<file path="src/rtl/rtc_reg_pkg.sv">
package rtc_reg_pkg;
    localparam int BYTE_W      = 8;
    localparam int TIME_REGS   = 7;
    localparam int FIELD_W     = 3;
    localparam int CTRL_ADDR   = 7;
    localparam int STOP_BIT    = 5;
    localparam logic [BYTE_W-1:0] CTRL_KEEP_MASK = 8'hB3;

    typedef enum logic [0:0] {
        XS_DATA = 1'b0,
        XS_ADDR = 1'b1
    } xfer_state_e;
endpackage

</file>
<file path="src/rtl/rtc_xfer_fsm.sv">
module rtc_xfer_fsm
    import rtc_reg_pkg::*;
#(
    parameter int PTR_W = 6
) (
    input  logic                clk,
    input  logic                rst_n,
    input  logic                ev_wr_start,
    input  logic                ev_rd_start,
    input  logic                ev_wr_byte,
    input  logic [BYTE_W-1:0]   wr_data,
    input  logic                ev_rd_req,
    output logic [PTR_W-1:0]    ptr,
    output logic                snap,
    output logic                store_we,
    output logic                rd_en,
    output logic                tk_load,
    output logic [FIELD_W-1:0]  tk_field,
    output logic [BYTE_W-1:0]   tk_data
);
    localparam logic [PTR_W-1:0] PTR_LAST = '1;

    xfer_state_e state_q, state_d;
    logic [PTR_W-1:0] ptr_q, ptr_d;
    logic do_rs, do_ws, do_wb, do_rr;
    logic addr_take, data_wr, bump, wrap, in_time;

    // event priority: read start > write start > byte > read request
    assign do_rs = ev_rd_start;
    assign do_ws = ev_wr_start & ~ev_rd_start;
    assign do_wb = ev_wr_byte & ~ev_rd_start & ~ev_wr_start;
    assign do_rr = ev_rd_req & ~ev_rd_start & ~ev_wr_start & ~ev_wr_byte;

    always_ff @(posedge clk) begin
        if (!rst_n) begin
            state_q <= XS_DATA;
            ptr_q   <= '0;
        end else begin
            state_q <= state_d;
            ptr_q   <= ptr_d;
        end
    end

    always_comb begin
        state_d   = state_q;
        addr_take = 1'b0;
        data_wr   = 1'b0;
        unique case (state_q)
            XS_ADDR: begin
                if (do_ws) begin
                    state_d = XS_ADDR;
                end else if (do_wb) begin
                    addr_take = 1'b1;
                    state_d   = XS_DATA;
                end
            end
            XS_DATA: begin
                if (do_ws) begin
                    state_d = XS_ADDR;
                end else if (do_wb) begin
                    data_wr = 1'b1;
                end
            end
            default: state_d = XS_DATA;
        endcase

        bump    = data_wr | do_rr;
        wrap    = bump & (ptr_q == PTR_LAST);
        in_time = (ptr_q < PTR_W'(TIME_REGS));

        if (addr_take)  ptr_d = wr_data[PTR_W-1:0];
        else if (bump)  ptr_d = ptr_q + 1'b1;
        else            ptr_d = ptr_q;

        snap     = do_rs | wrap;
        store_we = data_wr & ~in_time;
        rd_en    = do_rr;
        tk_load  = data_wr & in_time;
        tk_field = ptr_q[FIELD_W-1:0];
        tk_data  = wr_data;
    end

    assign ptr = ptr_q;

    AST_PTR_STEP: assert property (@(posedge clk) disable iff (!rst_n)
        bump |=> ptr_q == PTR_W'($past(ptr_q) + 1'b1));
    AST_ADDR_LOAD: assert property (@(posedge clk) disable iff (!rst_n)
        addr_take |=> ptr_q == $past(wr_data[PTR_W-1:0]));
    AST_TK_EXCL: assert property (@(posedge clk) disable iff (!rst_n)
        tk_load |-> !store_we && !addr_take);
endmodule

</file>
<file path="src/rtl/rtc_ctrl_filter.sv">
module rtc_ctrl_filter
    import rtc_reg_pkg::*;
(
    input  logic [BYTE_W-1:0] wr_byte,
    input  logic [BYTE_W-1:0] cur_val,
    output logic [BYTE_W-1:0] next_val
);
    logic [BYTE_W-1:0] stop_sel;

    always_comb begin
        stop_sel = '0;
        stop_sel[STOP_BIT] = 1'b1;
        // zero the forced bits; stop flag may only fall
        next_val = (wr_byte & CTRL_KEEP_MASK & ~stop_sel)
                 | (wr_byte & cur_val & stop_sel);
    end
endmodule

</file>
<file path="src/rtl/rtc_reg_store.sv">
module rtc_reg_store
    import rtc_reg_pkg::*;
#(
    parameter int PTR_W = 6
) (
    input  logic                          clk,
    input  logic                          rst_n,
    input  logic                          snap,
    input  logic [TIME_REGS*BYTE_W-1:0]   live_time,
    input  logic                          we,
    input  logic [PTR_W-1:0]              addr,
    input  logic [BYTE_W-1:0]             wdata,
    input  logic                          rd_en,
    output logic [BYTE_W-1:0]             rd_data,
    output logic                          rd_valid,
    output logic [BYTE_W-1:0]             ctrl_val
);
    localparam int DEPTH = 1 << PTR_W;

    logic [BYTE_W-1:0] ent_w [DEPTH];

    for (genvar i = 0; i < DEPTH; i++) begin : g_ent
        logic [BYTE_W-1:0] ent_q;
        if (i < TIME_REGS) begin : g_shadow
            always_ff @(posedge clk) begin
                if (!rst_n)    ent_q <= '0;
                else if (snap) ent_q <= live_time[i*BYTE_W +: BYTE_W];
            end
        end else begin : g_ram
            always_ff @(posedge clk) begin
                if (!rst_n)                           ent_q <= '0;
                else if (we && addr == PTR_W'(i))     ent_q <= wdata;
            end
        end
        assign ent_w[i] = ent_q;
    end

    always_ff @(posedge clk) begin
        if (!rst_n) begin
            rd_data  <= '0;
            rd_valid <= 1'b0;
        end else begin
            rd_valid <= rd_en;
            if (rd_en) rd_data <= ent_w[addr];
        end
    end

    assign ctrl_val = ent_w[CTRL_ADDR];

    AST_CTRL_ZERO_BITS: assert property (@(posedge clk) disable iff (!rst_n)
        (ent_w[CTRL_ADDR] & ~CTRL_KEEP_MASK) == '0);
    AST_STOP_NO_SET: assert property (@(posedge clk) disable iff (!rst_n)
        !ent_w[CTRL_ADDR][STOP_BIT] |=> !ent_w[CTRL_ADDR][STOP_BIT]);
    AST_SNAP_LOAD: assert property (@(posedge clk) disable iff (!rst_n)
        snap |=> ent_w[0] == $past(live_time[BYTE_W-1:0]));
    AST_RD_VALID_ON: assert property (@(posedge clk) disable iff (!rst_n)
        rd_en |=> rd_valid);
    AST_RD_VALID_OFF: assert property (@(posedge clk) disable iff (!rst_n)
        !rd_en |=> !rd_valid);
endmodule

</file>
<file path="src/rtl/rtc_regfile_engine.sv">
module rtc_regfile_engine
    import rtc_reg_pkg::*;
#(
    parameter int PTR_W = 6
) (
    input  logic         clk,
    input  logic         rst_n,
    input  logic         ev_wr_start,
    input  logic         ev_rd_start,
    input  logic         ev_wr_byte,
    input  logic [7:0]   wr_data,
    input  logic         ev_rd_req,
    input  logic [55:0]  live_time,
    output logic [7:0]   rd_data,
    output logic         rd_valid,
    output logic         tk_load,
    output logic [2:0]   tk_field,
    output logic [7:0]   tk_data
);
    logic [PTR_W-1:0]  ptr;
    logic              snap, store_we, rd_en;
    logic [BYTE_W-1:0] ctrl_val, ctrl_next, store_data;

    rtc_xfer_fsm #(.PTR_W(PTR_W)) u_fsm (
        .clk         (clk),
        .rst_n       (rst_n),
        .ev_wr_start (ev_wr_start),
        .ev_rd_start (ev_rd_start),
        .ev_wr_byte  (ev_wr_byte),
        .wr_data     (wr_data),
        .ev_rd_req   (ev_rd_req),
        .ptr         (ptr),
        .snap        (snap),
        .store_we    (store_we),
        .rd_en       (rd_en),
        .tk_load     (tk_load),
        .tk_field    (tk_field),
        .tk_data     (tk_data)
    );

    rtc_ctrl_filter u_ctrl (
        .wr_byte  (wr_data),
        .cur_val  (ctrl_val),
        .next_val (ctrl_next)
    );

    assign store_data = (ptr == PTR_W'(CTRL_ADDR)) ? ctrl_next : wr_data;

    rtc_reg_store #(.PTR_W(PTR_W)) u_store (
        .clk       (clk),
        .rst_n     (rst_n),
        .snap      (snap),
        .live_time (live_time),
        .we        (store_we),
        .addr      (ptr),
        .wdata     (store_data),
        .rd_en     (rd_en),
        .rd_data   (rd_data),
        .rd_valid  (rd_valid),
        .ctrl_val  (ctrl_val)
    );
endmodule

</file>
<file path="config.mk">
export PLATFORM = sky130hd
export DESIGN_NAME = rtc_regfile_engine
export DESIGN_NICKNAME = d
export VERILOG_FILES = /design/src/rtl/rtc_reg_pkg.sv /design/src/rtl/rtc_xfer_fsm.sv /design/src/rtl/rtc_ctrl_filter.sv /design/src/rtl/rtc_reg_store.sv /design/src/rtl/rtc_regfile_engine.sv
export SDC_FILE = /design/constraint.sdc
export NUM_CORES = 1
export LEC_CHECK = 0
export BUFFER_PORTS_ARGS = -buffer_cell sky130_fd_sc_hd__buf_4
export CAP_MARGIN = 25
export CORE_MARGIN = 4
export CORE_UTILIZATION = 30
export DETAILED_ROUTE_END_ITERATION = 10
export HOLD_SLACK_MARGIN = 0.05
export PLACE_DENSITY = 0.5
export SETUP_SLACK_MARGIN = 0.3
export SLEW_MARGIN = 10
export SYNTH_ARGS = -nofsm -noshare
export SYNTH_HDL_FRONTEND = slang
export SYNTH_HIERARCHICAL = 1
export SYNTH_SLANG_ARGS = --single-unit
</file>
<file path="constraint.sdc">
create_clock -name clk -period 2.8 [get_ports clk]
set_clock_uncertainty 0.2 [all_clocks]
set_input_delay 0.42 -clock clk [delete_from_list [all_inputs] [get_ports clk]]
set_output_delay 0.42 -clock clk [all_outputs]
set_load 0.1 [all_outputs]
</file>
### After elaboration in Yosys (flattened, before gate mapping)

Index checks and enable logic that the tools add are counted.

| operators by class | value |
|---|---|
| divide/modulo/power cells | 0 |
| $lt $le $gt $ge | 2 |
| multiplexer cells | 14 |
| equal/unequal tests | 57 |
| bitwise gates (word level) | 19 |
| reduce and logical (&&, ||, !) cells | 58 |
| add/subtract/negate cells | 1 |
| $mul | 0 |
| shift-type cells | 0 |

Operator list:

| cell | count |
|---|---|
| equality test 6 bit, second input constant | 32 |
| equality test 6 x 5 -> 1 bit, second input constant | 16 |
| logical AND 1 bit | 57 |
| binary-select mux 8 bit (select 6 bit) | 1 |
| equality test 6 x 4 -> 1 bit, second input constant | 8 |
| two-way mux 8 bit | 3 |
| two-way mux 6 bit | 2 |
| AND 1 bit | 9 |
| bitwise OR 8 x 6 -> 8 bit | 1 |
| >= comparator 7 bit, second input constant | 1 |
| two-way mux 1 bit | 7 |
| inverter 6 -> 7 bit | 1 |
| adder 6 x 1 -> 6 bit, second input constant | 1 |
| AND 6 bit | 1 |
| equality test 6 x 3 -> 1 bit, second input constant | 1 |
| < comparator 6 x 3 -> 1 bit, second input constant | 1 |
| inverter 1 bit | 5 |
| bitwise OR 1 bit | 2 |
| case mux 1 bit (2 select lines) | 1 |
| nonzero test 2 bit | 1 |

| storage, ports and cells | value |
|---|---|
| output and inout bits | 21 |
| bits in registers | 528 |
| bits in latches | 0 |
| memories | 0 |
| bits in read-only memories | 0 |
| logic and storage cells | 219 |
| memory bits (writable) | 0 |

### Depth between registers and ports, before layout

| depth | value |
|---|---|
| depth after elaboration | 9 |
| gate-level depth with buffers | 10 |
| depth with buffers taken out | 9 |

### Hierarchy

Netlist, hierarchy kept.

By module, submodules not included:

| module | seq. area each (um^2) | area an instance (um^2) | times used | cells an instance |
|---|---|---|---|---|
| rtc_reg_store | 10430.0 | 24587.3 | 1 | 2497 |
| rtc_xfer_fsm | 140.1 | 556.8 | 1 | 68 |
| rtc_regfile_engine | 0.0 | 116.4 | 1 | 11 |
| rtc_ctrl_filter | 0.0 | 62.6 | 1 | 9 |

### Worst setup path before layout

No wires, ideal clock.

| timing | value |
|---|---|
| path type | register -> output |
| start | reg u_fsm.ptr_q[0] (netlist: u_fsm/ptr[0]) |
| end | out tk_load |
| arrival time | 4094 ps |
| data required time | 2180 ps |
| setup slack | -1914 ps |
| stages on the path, launching flop included | 5 |
| path buffers | 0 |
| cells stage by stage | dfxtp_1 ha_1 and2_1 nor4_1 nor4b_1 |

| between the ends | value |
|---|---|
| longest elaborated chain between the ends | 2 |

RTL lines:

| what | line | text |
|---|---|---|
| start, declared | rtc_xfer_fsm.sv:24 | `logic [PTR_W-1:0] ptr_q, ptr_d;` |
| start signal, assigned | rtc_xfer_fsm.sv:40 | `ptr_q <= ptr_d;` |
| < comparator 6 x 3 -> 1 bit | rtc_xfer_fsm.sv:69 | `in_time = (ptr_q < PTR_W'(TIME_REGS));` |
| AND 1 bit | rtc_xfer_fsm.sv:78 | `tk_load = data_wr & in_time;` |
| end, declared | rtc_regfile_engine.sv:16 | `output logic tk_load,` |

No other way between the ends.

### Worst setup path after layout

| timing | value |
|---|---|
| start | reg u_fsm.ptr_q[1] (netlist: u_fsm/ptr[1]) |
| end | reg u_store.rd_data[3] |

| between the ends | value |
|---|---|
| longest elaborated chain between the ends | 4 |

RTL lines:

| what | line | text |
|---|---|---|
| inverter 6 -> 7 bit (implied by the code) | rtc_reg_store.sv:44 | `if (rd_en) rd_data <= ent_w[addr];` |
| binary-select mux 8 bit (select 6 bit) | rtc_reg_store.sv:44 |  |
| two-way mux 8 bit (implied by the code) (2 in series) | rtc_reg_store.sv:44 |  |
| end signal, assigned | rtc_reg_store.sv:44 |  |
| end, declared | rtc_reg_store.sv:14 | `output logic [BYTE_W-1:0] rd_data,` |

No other way between the ends. The select of a mux whose other input is x is not followed.
A chain may end at the register's enable or synchronous reset.

==> metrics.cfg <==
[cts]
clk_path_buf_depth=3
cts_tree=built
cts_num_sinks=528
clk_latency_ns=0.64
clk_pin_slew_ns=0.06
cts_buffers=59
clockRootBuffer=clkbuf_16
h-tree-depth=2

[logic_synthesis]
synth.cell_area_mm2=0.0253
synth_edf_count=0
yosysTopAreaCellShare_pct=41.7
synth_cell_types=62
avgSynthCellArea_um2=9.80
ys_seq_area_share_pct=41.7
synth_seq_cells=528
synthCells=2585
yosys-top-cells-count=528 x dfxtp_1, 360 x mux2i_1, 322 x nand2_1
synth_warnings=6
synth_top_area_cell=dfxtp_1
synthArstFlopShare_pct=0
synth_ff_type=dfxtp_1
synth.most_common_cell=dfxtp_1
synthTopCellsByArea=dfxtp_1 42%, mux2i_1 14%, mux4_2 7.6%

[route]
vias=20175
viasPerCell=5.12
final_antenna_net_count=0
firstDrtPassIters=5
drt_wl_total_um=87100
drt_iter0_drc=1800
drc=0
wl_per_cell_um=22.1

[setup_path]
criticalPathCategory=reg -> reg
crit_top_cell=buf_4
crit_family=multiplexers
crit_path_end_kind=flip-flop
r2r_end=u_store/rd_data[3]
required_ns=3.10
cp_cell_sequence=buf_4, buf_6, buf_12, buf_16, mux4_2, mux2i_2, buf_4, nand2_1, nand4_1, a31oi_1
cp.buffers_inverters=5
path_max_fanout=6
rrSetupSlack_ns=0.15
worst-r2r-cell-count=10
cp-start-kind=flip-flop
r2r_start=u_fsm/ptr[1]
cpPeakStageDelay_ns=0.53
crit_slowest_cell=mux4_2
cp.arrival_ns=2.95
cp-startpoint=u_fsm/ptr[1]

[pwr]
power_leakage_nw=11.7
power.internal_w=0.0131
ir_drop_uv=444
switching_share_pct=24.5
clkPwrFrac_pct=46.7
pwr-share-seq_pct=43.9
powerDensity_mw_per_mm2=545
pwr-share-comb_pct=9.4
switchingPower_w=0.00425

[layout]
final_layout_size_suffix_gt1_share_pct=21.0
fin_cells=3939
nets=2826
area_growth_pct=25.7
stdcell_area_mm2=0.0318
final_util_pct=38.0
fillers=8157
regArea_mm2=0.0106
multi_input_area_mm2=0.0138

[timing]
setup_tns_ns=0
period_needed_ns=2.65
final_max_slew_viol_count=0
rsz0062_at_grt=yes
finalHoldViolCount=0
layout_setup_ws_ns=0.151
fmax_mhz=378
setup_viol=0
maxSlewHeadroom_pct=60.3
period_share_pct=94.6
tightest_slew_ns=0.595

[placement]
place_area_mm2=0.0278
place_inst=3703
place_congestion=0.830
dp_hpwl_um=50800
io_buffers=90
place_ws_ns=0.0758

[min_path]
hold_class=in -> reg
holdPathEnd=u_fsm/ptr[2]
worst_hold_startpoint=rst_n
min_path_cells=3

[floorplan]
io_pins=91
core_area_mm2=0.0837
dieWidth_um=299
die_h_um=299
rows=106
start_util_pct=30.3
die-area_mm2=0.0891

[global_route]
grt_max_degree=96
overflow=0
track_usage_pct=17.5
grt_pass1_vias=19822
grt_pass1_wl_um=122000
antenna_found_initial=1

[run_status]
outcome=finished, final reports clean

[flow_run]
cap_viol_max_count=0

==> cell usage in the layout, fill, tap and decap left out, types with 14 or more instances in the layout <==
cell | Yosys | routed
nor2b_1 | 248 | 245
dfxtp_1 | 528 | 524
dlygate4sd3_1 | 0 | 69
a21boi_1 | 24 | 27
o21ai_0 | 129 | 129
a21boi_0 | 249 | 244
nand3_1 | 186 | 180
clkbuf_16 | 0 | 74
nand2_1 | 322 | 304
clkbuf_8 | 0 | 23
buf_4 | 34 | 206
clkinv_2 | 0 | 14
nand4_1 | 16 | 16
a22oi_1 | 44 | 36
nor2_1 | 27 | 16
mux4_2 | 86 | 86
buf_12 | 1 | 41
mux2i_1 | 360 | 349
nand2_2 | 0 | 14
==> registers in the layout (all words and copies together) (netlist names) <==
name,flops
u_fsm/ptr,6
u_store/rd_valid,1
u_store/ctrl_val,8
u_store/rd_data,8
u_fsm/state_q,1
u_store/g_ent.ent_q,504
==> worst max path at each step <==
stage                                 end  slack, ns  depth (start not counted)
2_1_floorplan                     tk_load       0.17                          4
3_3_place_gp           u_store/rd_data[6]      -0.24                          6
3_5_place_dp   u_store/g_ent[25].ent_q[7]       0.08                         12
4_1_cts                           tk_load       0.15                          5
5_1_grt        u_store/g_ent[18].ent_q[0]       0.11                          8
6_report               u_store/rd_data[3]       0.15                         10
==> worst min-delay path: cells and delay by family <==
kind,cells,cell delay (ns)
compound gates,2,0.20
buf+inv,1,0.23
==> power groups by stage <==
| stage | Sequential [W] | Combinational, W | Clock, W |
|---|---|---|---|
| after floorplan | 0.00779 | 0.000850 | 0 |
| after global placement | 0.00777 | 0.00129 | 0 |
| after detailed placement | 0.00777 | 0.00131 | 0 |
| after CTS | 0.00761 | 0.00146 | 0.00828 |
| after global routing | 0.00761 | 0.00170 | 0.00858 |
| final | 0.00761 | 0.00163 | 0.00810 |
==> per-layer routing <==
metal  up-vias  wire length [um]  GRT usage (%)
li1       9454                 -              -
met1      9996             38500           22.8
met2       587             40800           28.7
met3       138              5170           3.46
met4         0              2710           6.37
met5         -                 0              0
==> layout make-up <==
class	instances	area share [%]
Multi-Input combinational cell	1807	43.5
Sequential cell	528	33.2
Timing Repair Buffer	357	12.4
Clock buffer	91	5.80
Tap cell	1134	4.46
Clock inverter	19	0.660
Inverter	2	0.0236
Antenna cell	1	0.00786
==> logic make-up after synthesis <==
family,share of synthesized area (%)
mux,22.5
other cells,0.0148
compound gates,12.9
simple gates,17.3
fa+ha+maj,0.0494
xor+xnor,0.104
flops,41.7
buf+inv,5.40
==> metrics by stage <==
step	total power [W]	hold WS (ns)
floorplan	0.00864	0.232
global placement	0.00907	0.238
detailed placement	0.00908	0.244
CTS	0.0174	0.0507
global route	0.0179	0.106
finish	0.0173	0.0682
==> what timing repair did <==
item                                    CTS  global route
hold buffers                             69             0
endpoints found under the hold margin    63             0
pin swaps                                 6             8
endpoints found under the setup margin  358           494
setup buffers                            13            19
gates cloned                              6            18
resized for setup                        26            87
Power figures use the tool's default switching activity.
